<file path="src/rtl/gpi_pkg.sv">
package gpi_pkg;

    localparam int NUM_GPI = 6;
    localparam int LVL_W   = 8;
    localparam int NUM_EQ  = 5;
    localparam int EQ_W    = $clog2(NUM_EQ);

    // bit positions of the tone-bank functions
    localparam int BTN_VOL_UP  = 5;
    localparam int BTN_VOL_DN  = 4;
    localparam int BTN_BASS_UP = 3;
    localparam int BTN_BASS_DN = 2;
    localparam int BTN_TREB_UP = 1;
    localparam int BTN_TREB_DN = 0;
    localparam int BTN_MUTE    = 5;

    // chord that leaves each bank
    localparam logic [NUM_GPI-1:0] CHORD_TONE   = 6'b100010;
    localparam logic [NUM_GPI-1:0] CHORD_PRESET = 6'b010001;

    typedef logic signed [LVL_W-1:0] lvl_t;

    typedef enum logic {
        BANK_TONE   = 1'b0,
        BANK_PRESET = 1'b1
    } bank_e;

    typedef struct packed {
        logic            vol_up;
        logic            vol_dn;
        logic            bass_up;
        logic            bass_dn;
        logic            treb_up;
        logic            treb_dn;
        logic            mute_tgl;
        logic            eq_vld;
        logic [EQ_W-1:0] eq_idx;
    } act_s;

    // one saturating step; simultaneous up and down cancel
    function automatic lvl_t step_lvl(lvl_t cur, logic up, logic dn, int lo, int hi);
        int v;
        v = int'(cur);
        if (up && !dn && v < hi)
            v = v + 1;
        else if (dn && !up && v > lo)
            v = v - 1;
        return lvl_t'(v);
    endfunction

endpackage

</file>
<file path="src/rtl/gpi_debounce.sv">
module gpi_debounce
    import gpi_pkg::*;
#(
    parameter int N         = NUM_GPI,
    parameter int DEB_TICKS = 960
) (
    input  logic         clk,
    input  logic         rst,
    input  logic         tick,
    input  logic [N-1:0] gpi_n,
    output logic [N-1:0] pressed,
    output logic [N-1:0] press_evt
);

    localparam int CW = $clog2(DEB_TICKS + 1);

    logic [N-1:0] pressed_q;

    for (genvar i = 0; i < N; i++) begin : g_bit
        logic          sync0, sync1;
        logic [CW-1:0] cnt;
        logic          stab;

        always_ff @(posedge clk) begin
            if (rst) begin
                sync0 <= 1'b1;
                sync1 <= 1'b1;
                cnt   <= '0;
                stab  <= 1'b0;
            end else begin
                sync0 <= gpi_n[i];
                sync1 <= sync0;
                if (~sync1 == stab) begin
                    cnt <= '0;
                end else if (tick) begin
                    if (cnt == CW'(DEB_TICKS - 1)) begin
                        stab <= ~sync1;
                        cnt  <= '0;
                    end else begin
                        cnt <= cnt + 1'b1;
                    end
                end
            end
        end

        assign pressed[i] = stab;
    end

    always_ff @(posedge clk) begin
        if (rst) pressed_q <= '0;
        else     pressed_q <= pressed;
    end

    assign press_evt = pressed & ~pressed_q;

endmodule

</file>
<file path="src/rtl/gpi_chord_timer.sv">
module gpi_chord_timer
    import gpi_pkg::*;
#(
    parameter int HOLD_TICKS = 48000
) (
    input  logic               clk,
    input  logic               rst,
    input  logic               tick,
    input  logic [NUM_GPI-1:0] pressed,
    output bank_e              bank,
    output logic [NUM_GPI-1:0] chord_mask,
    output logic               chord_full
);

    localparam int HW = $clog2(HOLD_TICKS + 1);

    logic [HW-1:0] cnt;
    logic          blocked;

    assign chord_mask = (bank == BANK_TONE) ? CHORD_TONE : CHORD_PRESET;
    assign chord_full = (pressed & chord_mask) == chord_mask;

    always_ff @(posedge clk) begin
        if (rst) begin
            bank    <= BANK_TONE;
            cnt     <= '0;
            blocked <= 1'b0;
        end else begin
            if (pressed == '0)
                blocked <= 1'b0;
            if (!chord_full || blocked) begin
                cnt <= '0;
            end else if (tick) begin
                if (cnt == HW'(HOLD_TICKS - 1)) begin
                    bank    <= (bank == BANK_TONE) ? BANK_PRESET : BANK_TONE;
                    cnt     <= '0;
                    blocked <= 1'b1;
                end else begin
                    cnt <= cnt + 1'b1;
                end
            end
        end
    end

endmodule

</file>
<file path="src/rtl/gpi_action_decode.sv">
module gpi_action_decode
    import gpi_pkg::*;
(
    input  bank_e              bank,
    input  logic [NUM_GPI-1:0] press_evt,
    input  logic [NUM_GPI-1:0] chord_mask,
    input  logic               chord_full,
    output act_s               act
);

    logic [NUM_GPI-1:0] evt;

    assign evt = press_evt & ~(chord_full ? chord_mask : '0);

    always_comb begin
        act = '0;
        if (bank == BANK_TONE) begin
            act.vol_up  = evt[BTN_VOL_UP];
            act.vol_dn  = evt[BTN_VOL_DN];
            act.bass_up = evt[BTN_BASS_UP];
            act.bass_dn = evt[BTN_BASS_DN];
            act.treb_up = evt[BTN_TREB_UP];
            act.treb_dn = evt[BTN_TREB_DN];
        end else begin
            act.mute_tgl = evt[BTN_MUTE];
            // higher bit wins when several presets land together
            for (int i = 0; i < NUM_EQ; i++) begin
                if (evt[i]) begin
                    act.eq_vld = 1'b1;
                    act.eq_idx = EQ_W'(NUM_EQ - 1 - i);
                end
            end
        end
    end

endmodule

</file>
<file path="src/rtl/gpi_level_regs.sv">
module gpi_level_regs
    import gpi_pkg::*;
#(
    parameter int VOL_MIN_DB = -70,
    parameter int VOL_MAX_DB = 18,
    parameter int VOL_RST_DB = -40,
    parameter int TONE_LIM   = 15
) (
    input  logic            clk,
    input  logic            rst,
    input  act_s            act,
    output lvl_t            vol_db,
    output lvl_t            bass_db,
    output lvl_t            treble_db,
    output logic            mute,
    output logic [EQ_W-1:0] eq_sel
);

    logic vol_at_floor;

    assign vol_at_floor = int'(vol_db) == VOL_MIN_DB;

    always_ff @(posedge clk) begin
        if (rst) begin
            vol_db    <= lvl_t'(VOL_RST_DB);
            bass_db   <= '0;
            treble_db <= '0;
            mute      <= 1'b0;
            eq_sel    <= '0;
        end else begin
            bass_db   <= step_lvl(bass_db, act.bass_up, act.bass_dn, -TONE_LIM, TONE_LIM);
            treble_db <= step_lvl(treble_db, act.treb_up, act.treb_dn, -TONE_LIM, TONE_LIM);

            if (act.vol_up && !act.vol_dn) begin
                if (mute) mute   <= 1'b0;
                else      vol_db <= step_lvl(vol_db, 1'b1, 1'b0, VOL_MIN_DB, VOL_MAX_DB);
            end else if (act.vol_dn && !act.vol_up) begin
                if (vol_at_floor) mute   <= 1'b1;
                else              vol_db <= step_lvl(vol_db, 1'b0, 1'b1, VOL_MIN_DB, VOL_MAX_DB);
            end else if (act.mute_tgl) begin
                mute <= ~mute;
            end

            if (act.eq_vld)
                eq_sel <= act.eq_idx;
        end
    end

endmodule

</file>
<file path="src/rtl/gpi_bank_ctrl.sv">
module gpi_bank_ctrl
    import gpi_pkg::*;
#(
    parameter int SAMPLE_RATE_HZ = 48000,
    parameter int DEBOUNCE_MS    = 20,
    parameter int HOLD_MS        = 1000,
    parameter int VOL_MIN_DB     = -70,
    parameter int VOL_MAX_DB     = 18,
    parameter int VOL_RST_DB     = -40,
    parameter int TONE_LIM       = 15
) (
    input  logic                    clk,
    input  logic                    rst,
    input  logic                    tick,
    input  logic [5:0]              gpi_n,
    output logic signed [7:0]       vol_db,
    output logic signed [7:0]       bass_db,
    output logic signed [7:0]       treble_db,
    output logic                    mute,
    output logic [2:0]              eq_sel,
    output logic                    bank
);

    localparam int DEB_TICKS  = SAMPLE_RATE_HZ * DEBOUNCE_MS / 1000;
    localparam int HOLD_TICKS = SAMPLE_RATE_HZ * HOLD_MS / 1000;

    logic [NUM_GPI-1:0] pressed;
    logic [NUM_GPI-1:0] press_evt;
    logic [NUM_GPI-1:0] chord_mask;
    logic               chord_full;
    bank_e              bank_q;
    act_s               act;

    gpi_debounce #(
        .N         (NUM_GPI),
        .DEB_TICKS (DEB_TICKS)
    ) u_deb (
        .clk       (clk),
        .rst       (rst),
        .tick      (tick),
        .gpi_n     (gpi_n),
        .pressed   (pressed),
        .press_evt (press_evt)
    );

    gpi_chord_timer #(
        .HOLD_TICKS (HOLD_TICKS)
    ) u_chord (
        .clk        (clk),
        .rst        (rst),
        .tick       (tick),
        .pressed    (pressed),
        .bank       (bank_q),
        .chord_mask (chord_mask),
        .chord_full (chord_full)
    );

    gpi_action_decode u_dec (
        .bank       (bank_q),
        .press_evt  (press_evt),
        .chord_mask (chord_mask),
        .chord_full (chord_full),
        .act        (act)
    );

    gpi_level_regs #(
        .VOL_MIN_DB (VOL_MIN_DB),
        .VOL_MAX_DB (VOL_MAX_DB),
        .VOL_RST_DB (VOL_RST_DB),
        .TONE_LIM   (TONE_LIM)
    ) u_lvl (
        .clk       (clk),
        .rst       (rst),
        .act       (act),
        .vol_db    (vol_db),
        .bass_db   (bass_db),
        .treble_db (treble_db),
        .mute      (mute),
        .eq_sel    (eq_sel)
    );

    assign bank = bank_q;

endmodule

</file>
<file path="config.mk">
export PLATFORM = sky130hd
export DESIGN_NAME = gpi_bank_ctrl
export DESIGN_NICKNAME = d
export VERILOG_FILES = /design/src/rtl/gpi_pkg.sv /design/src/rtl/gpi_debounce.sv /design/src/rtl/gpi_chord_timer.sv /design/src/rtl/gpi_action_decode.sv /design/src/rtl/gpi_level_regs.sv /design/src/rtl/gpi_bank_ctrl.sv
export SDC_FILE = /design/constraint.sdc
export NUM_CORES = 1
export LEC_CHECK = 0
export ABC_CLOCK_PERIOD_IN_PS = 4100
export BUFFER_PORTS_ARGS = -buffer_cell sky130_fd_sc_hd__buf_2
export CAP_MARGIN = 20
export CELL_PAD_IN_SITES_DETAIL_PLACEMENT = 0
export CELL_PAD_IN_SITES_GLOBAL_PLACEMENT = 1
export CORE_MARGIN = 4
export CORE_UTILIZATION = 27
export DETAILED_ROUTE_END_ITERATION = 12
export PLACE_DENSITY = 0.5
export SLEW_MARGIN = 40
export SYNTH_ARGS = -nofsm -noshare
export SYNTH_HDL_FRONTEND = slang
export SYNTH_SLANG_ARGS = --single-unit
export TNS_END_PERCENT = 100
</file>
<file path="constraint.sdc">
create_clock -name clk -period 4.1 [get_ports clk]
set_clock_uncertainty 0.2 [all_clocks]
set_input_delay 1.025 -clock clk [delete_from_list [all_inputs] [get_ports clk]]
set_output_delay 1.025 -clock clk [all_outputs]
set_load 0.02 [all_outputs]
</file>
==> flow_summary.yaml <==
floorplan:
  num_rows: 55
  initial_utilization_pct: 27.8
  die_w_um: 162
  dieArea_um2: 26100
  die_h_um: 162
  core_um2: 22900
  boundaryPins: 38
timing:
  rsz0062_at_grt: "no"
  slew_viol_final: 0
  hold_viol: 0
  finalSetupViolations: 0
  finalSetupTns_ps: 0
  worstMarginPinSlew_ps: 649
  slew-limit-headroom_pct: 56.8
  period_needed_ps: 3380
  fin_crit_sh_pct: 82.6
  clock.fmax_mhz: 295
detailed_routing:
  routed-wl-met2_mm: 6.53
  drc_errors: 0
  m1WireLength_mm: 7.14
  vias: 5076
  first_pass_iters: 4
  postRouteWirelength_mm: 14.3
  top_layer_used: "met4"
  drt-initial-drc-count: 180
  dr_wl_met3_um: 424
  ant_nets: 0
  vias_per_cell: 4.64
  drt-wirelength-per-cell_um: 13.0
cts:
  cts_resized: 0
  clk_latency_ps: 410
  cts_sinks: 130
  numCtsBuffers: 17
  post_cts_buffers: 0
  holdBufCountCts: 0
  cts.path.max_buffers: 2
  cts_max_level: 4
  cts_tree: "built"
  cts_root_buf: "clkbuf_16"
  clk_pin_slew_worst_paths_ps: 60
yosys:
  synthFlopType: "dfxtp_1"
  ys_async_sr_fraction_pct: 0
  yosys.area.top_type: "dfxtp_1"
  yosysTopAreaCellShare_pct: 40.9
  yosysWarningCount: 0
  yosysUniqueCellTypes: 61
  synth_edf_count: 0
  synth_fp_nets: 764
  ys_ff_latch: 130
  syn_area_um2: 6370
  yosysSeqAreaShare_pct: 40.9
  syn_inst: 727
  synth_area_leaders: "dfxtp_1 (41%), xor2_1 (6.9%), nor2_1 (6.8%)"
  avgSynthCellArea_um2: 8.76
setup_path:
  critical_path_class: "flop to flop"
  r2r-start: "u_deb.g_bit[5].stab$_SDFFE_PP0P_"
  worstPathArrival_ps: 3530
  crit_fanout: 10
  reg2reg_to: "u_lvl.vol_db[5]$_SDFFE_PP0P_"
  cp.required_ps: 4240
  worst_setup_path_end_kind: "flop"
  worstSetupStartpointType: "flop"
  reg2reg_slack_ps: 720
  rr_worst_depth: 8
finish:
  fin_util_pct: 33.0
  drive_above_1_share_pct: 12.8
  num_antenna_cells: 0
  area_growth_syn_to_layout_pct: 18.7
  layout.nets: 805
placed_design:
  gp_congestion: 0.792
  portBuffers: 37
  hpwl_mm: 10.1
pwr:
  vdd_drop_max_mv: 0.263
  leakage_uw: 0.00280
  power_density_nw_per_um2: 393
worst_hold_path:
  hold_path_end: "u_deb.g_bit[3].sync1$_SDFF_PP1_"
  hold_path.class: "flop to flop"
  min_from: "u_deb.g_bit[3].sync0$_SDFF_PP1_"
  hold_depth: 1
run:
  drv_cap: 0
grt:
  antenna_found_initial: 0
  gr-total-overflow: 0
  grt_usage_pct: 11.2
  grt_pass1_wl_mm: 24.2
  grt_max_degree: 68
  grt_pass1_vias: 4973
run_status:
  outcome: "finished clean"
[kinds of logic (layout without fill, tap and decap cells)]
kind of cell	count (synthesis)	count (layout)	synth area share [%]
AOI/OAI and AO/OA	104	104	10.6
muxes	17	17	2.67
buffers and inverters	31	85	1.96
adders and majority gates	28	28	5.85
DFF	130	130	40.9
xor gates and xnor gates	84	84	11.6
and+or+nand+nor	333	333	26.5
[cells in the final DEF, fill, tap and decap left out, types with 8 or more instances in the layout]
cell type and count:
nor2_1 116, nand2_1 44, a21o_1 9, buf_2 37, nor3b_1 8, nand3_1 34
ha_1 25, xnor2_1 34, mux2i_1 17, nand2b_1 9, o21ai_0 22, nor3_1 20
nand4_1 22, xor2_1 50, clkbuf_16 17, or2_2 20, inv_1 12, dfxtp_1 130
a211oi_1 8, nor2b_1 18, and3_1 9, a21oi_1 32
[flip-flops by register name (all words and copies together) (netlist names), 3 cells and up]
register,cells
u_lvl.vol_db,8
u_lvl.eq_sel,3
u_deb.pressed_q,6
u_deb.g_bit.sync1,6
u_lvl.treble_db,8
u_deb.g_bit.sync0,6
u_deb.g_bit.stab,6
u_lvl.bass_db,8
u_chord.cnt,16
u_deb.g_bit.cnt,60
[Yosys cell counts, drive strengths merged (2+ instances only)]
cell     count
o22ai        3
o311ai       3
fa           3
inv         12
mux2i       17
nand2b      10
a21o         9
o211ai       2
nor2       116
nand3       34
nand4       22
nor2b       18
a31oi        3
o31ai        2
and4         6
and3         9
nor4         3
nor3b        8
xor2        50
nand2       44
a211oi       8
a311oi       3
xnor2       34
dfxtp      130
or4          3
and2         6
a21oi       32
nor3        20
or2         20
buf          4
clkbuf      15
o21ai       22
o21a         4
or3          3
or4b         2
or3b         2
o2111ai      2
nand3b       3
o2bb2ai      2
ha          25
[layer usage]
layer / up-vias / GRT usage, %
met5: - / 0
met4: 0 / 3.88
met3: 12 / 2.78
met2: 55 / 18.2
met1: 2377 / 14.5
li1: 2632 / -
[worst max-delay path by stage]
stage,startpoint,end,cells past startpoint
3_3_place_gp,u_deb.g_bit[5].stab$_SDFFE_PP0P_,u_lvl.vol_db[5]$_SDFFE_PP0P_,8
5_1_grt,u_deb.g_bit[5].stab$_SDFFE_PP0P_,u_lvl.vol_db[5]$_SDFFE_PP0P_,8
3_5_place_dp,u_deb.g_bit[5].stab$_SDFFE_PP0P_,u_lvl.vol_db[5]$_SDFFE_PP0P_,8
4_1_cts,u_deb.g_bit[5].stab$_SDFFE_PP0P_,u_lvl.vol_db[5]$_SDFFE_PP0P_,8
6_report,u_deb.g_bit[5].stab$_SDFFE_PP0P_,u_lvl.vol_db[5]$_SDFFE_PP0P_,8
2_1_floorplan,u_deb.g_bit[5].stab$_SDFFE_PP0P_,u_lvl.vol_db[5]$_SDFFE_PP0P_,9
[worst max-delay path: stages (launching register included)]
cell and delay [ps]:
dfxtp_1 520, or3b_4 460, or3_1 510, ha_1 340
a211oi_1 230, nor2_1 120, or4b_2 610, a41o_1 200
a21oi_1 130
[area by class of cell]
| cell class | instances | area [µm²] |
|---|---|---|
| multi-input combinational | 566 | 3650 |
| fill | 2390 | 15400 |
| inverter | 12 | 45.0 |
| sequential | 130 | 2600 |
| tap | 313 | 392 |
| timing repair buffer | 41 | 228 |
| clock buffer | 22 | 474 |
| clock inverter | 10 | 171 |
[through the flow]
stage	total power, µW	worst slack [ps]	instances	hold WS [ps]	cell area [µm²]
final	2980	715	1094	215	7560
after CTS	3030	731	1094	219	7560
after detailed placement	1350	737	1062	207	6920
after global routing	3090	573	1094	236	7560
after global placement	1350	748	1062	199	6910
after floorplan	1330	1010	727	189	6370
[report_power, final]
part | switching (µW) | total (µW) | internal (µW)
clock network | 582 | 1660 | 1070
logic | 29.3 | 45.9 | 16.6
registers | 3.32 | 1270 | 1270
total | 614 | 2980 | 2360
Power figures use the tool's default switching activity.
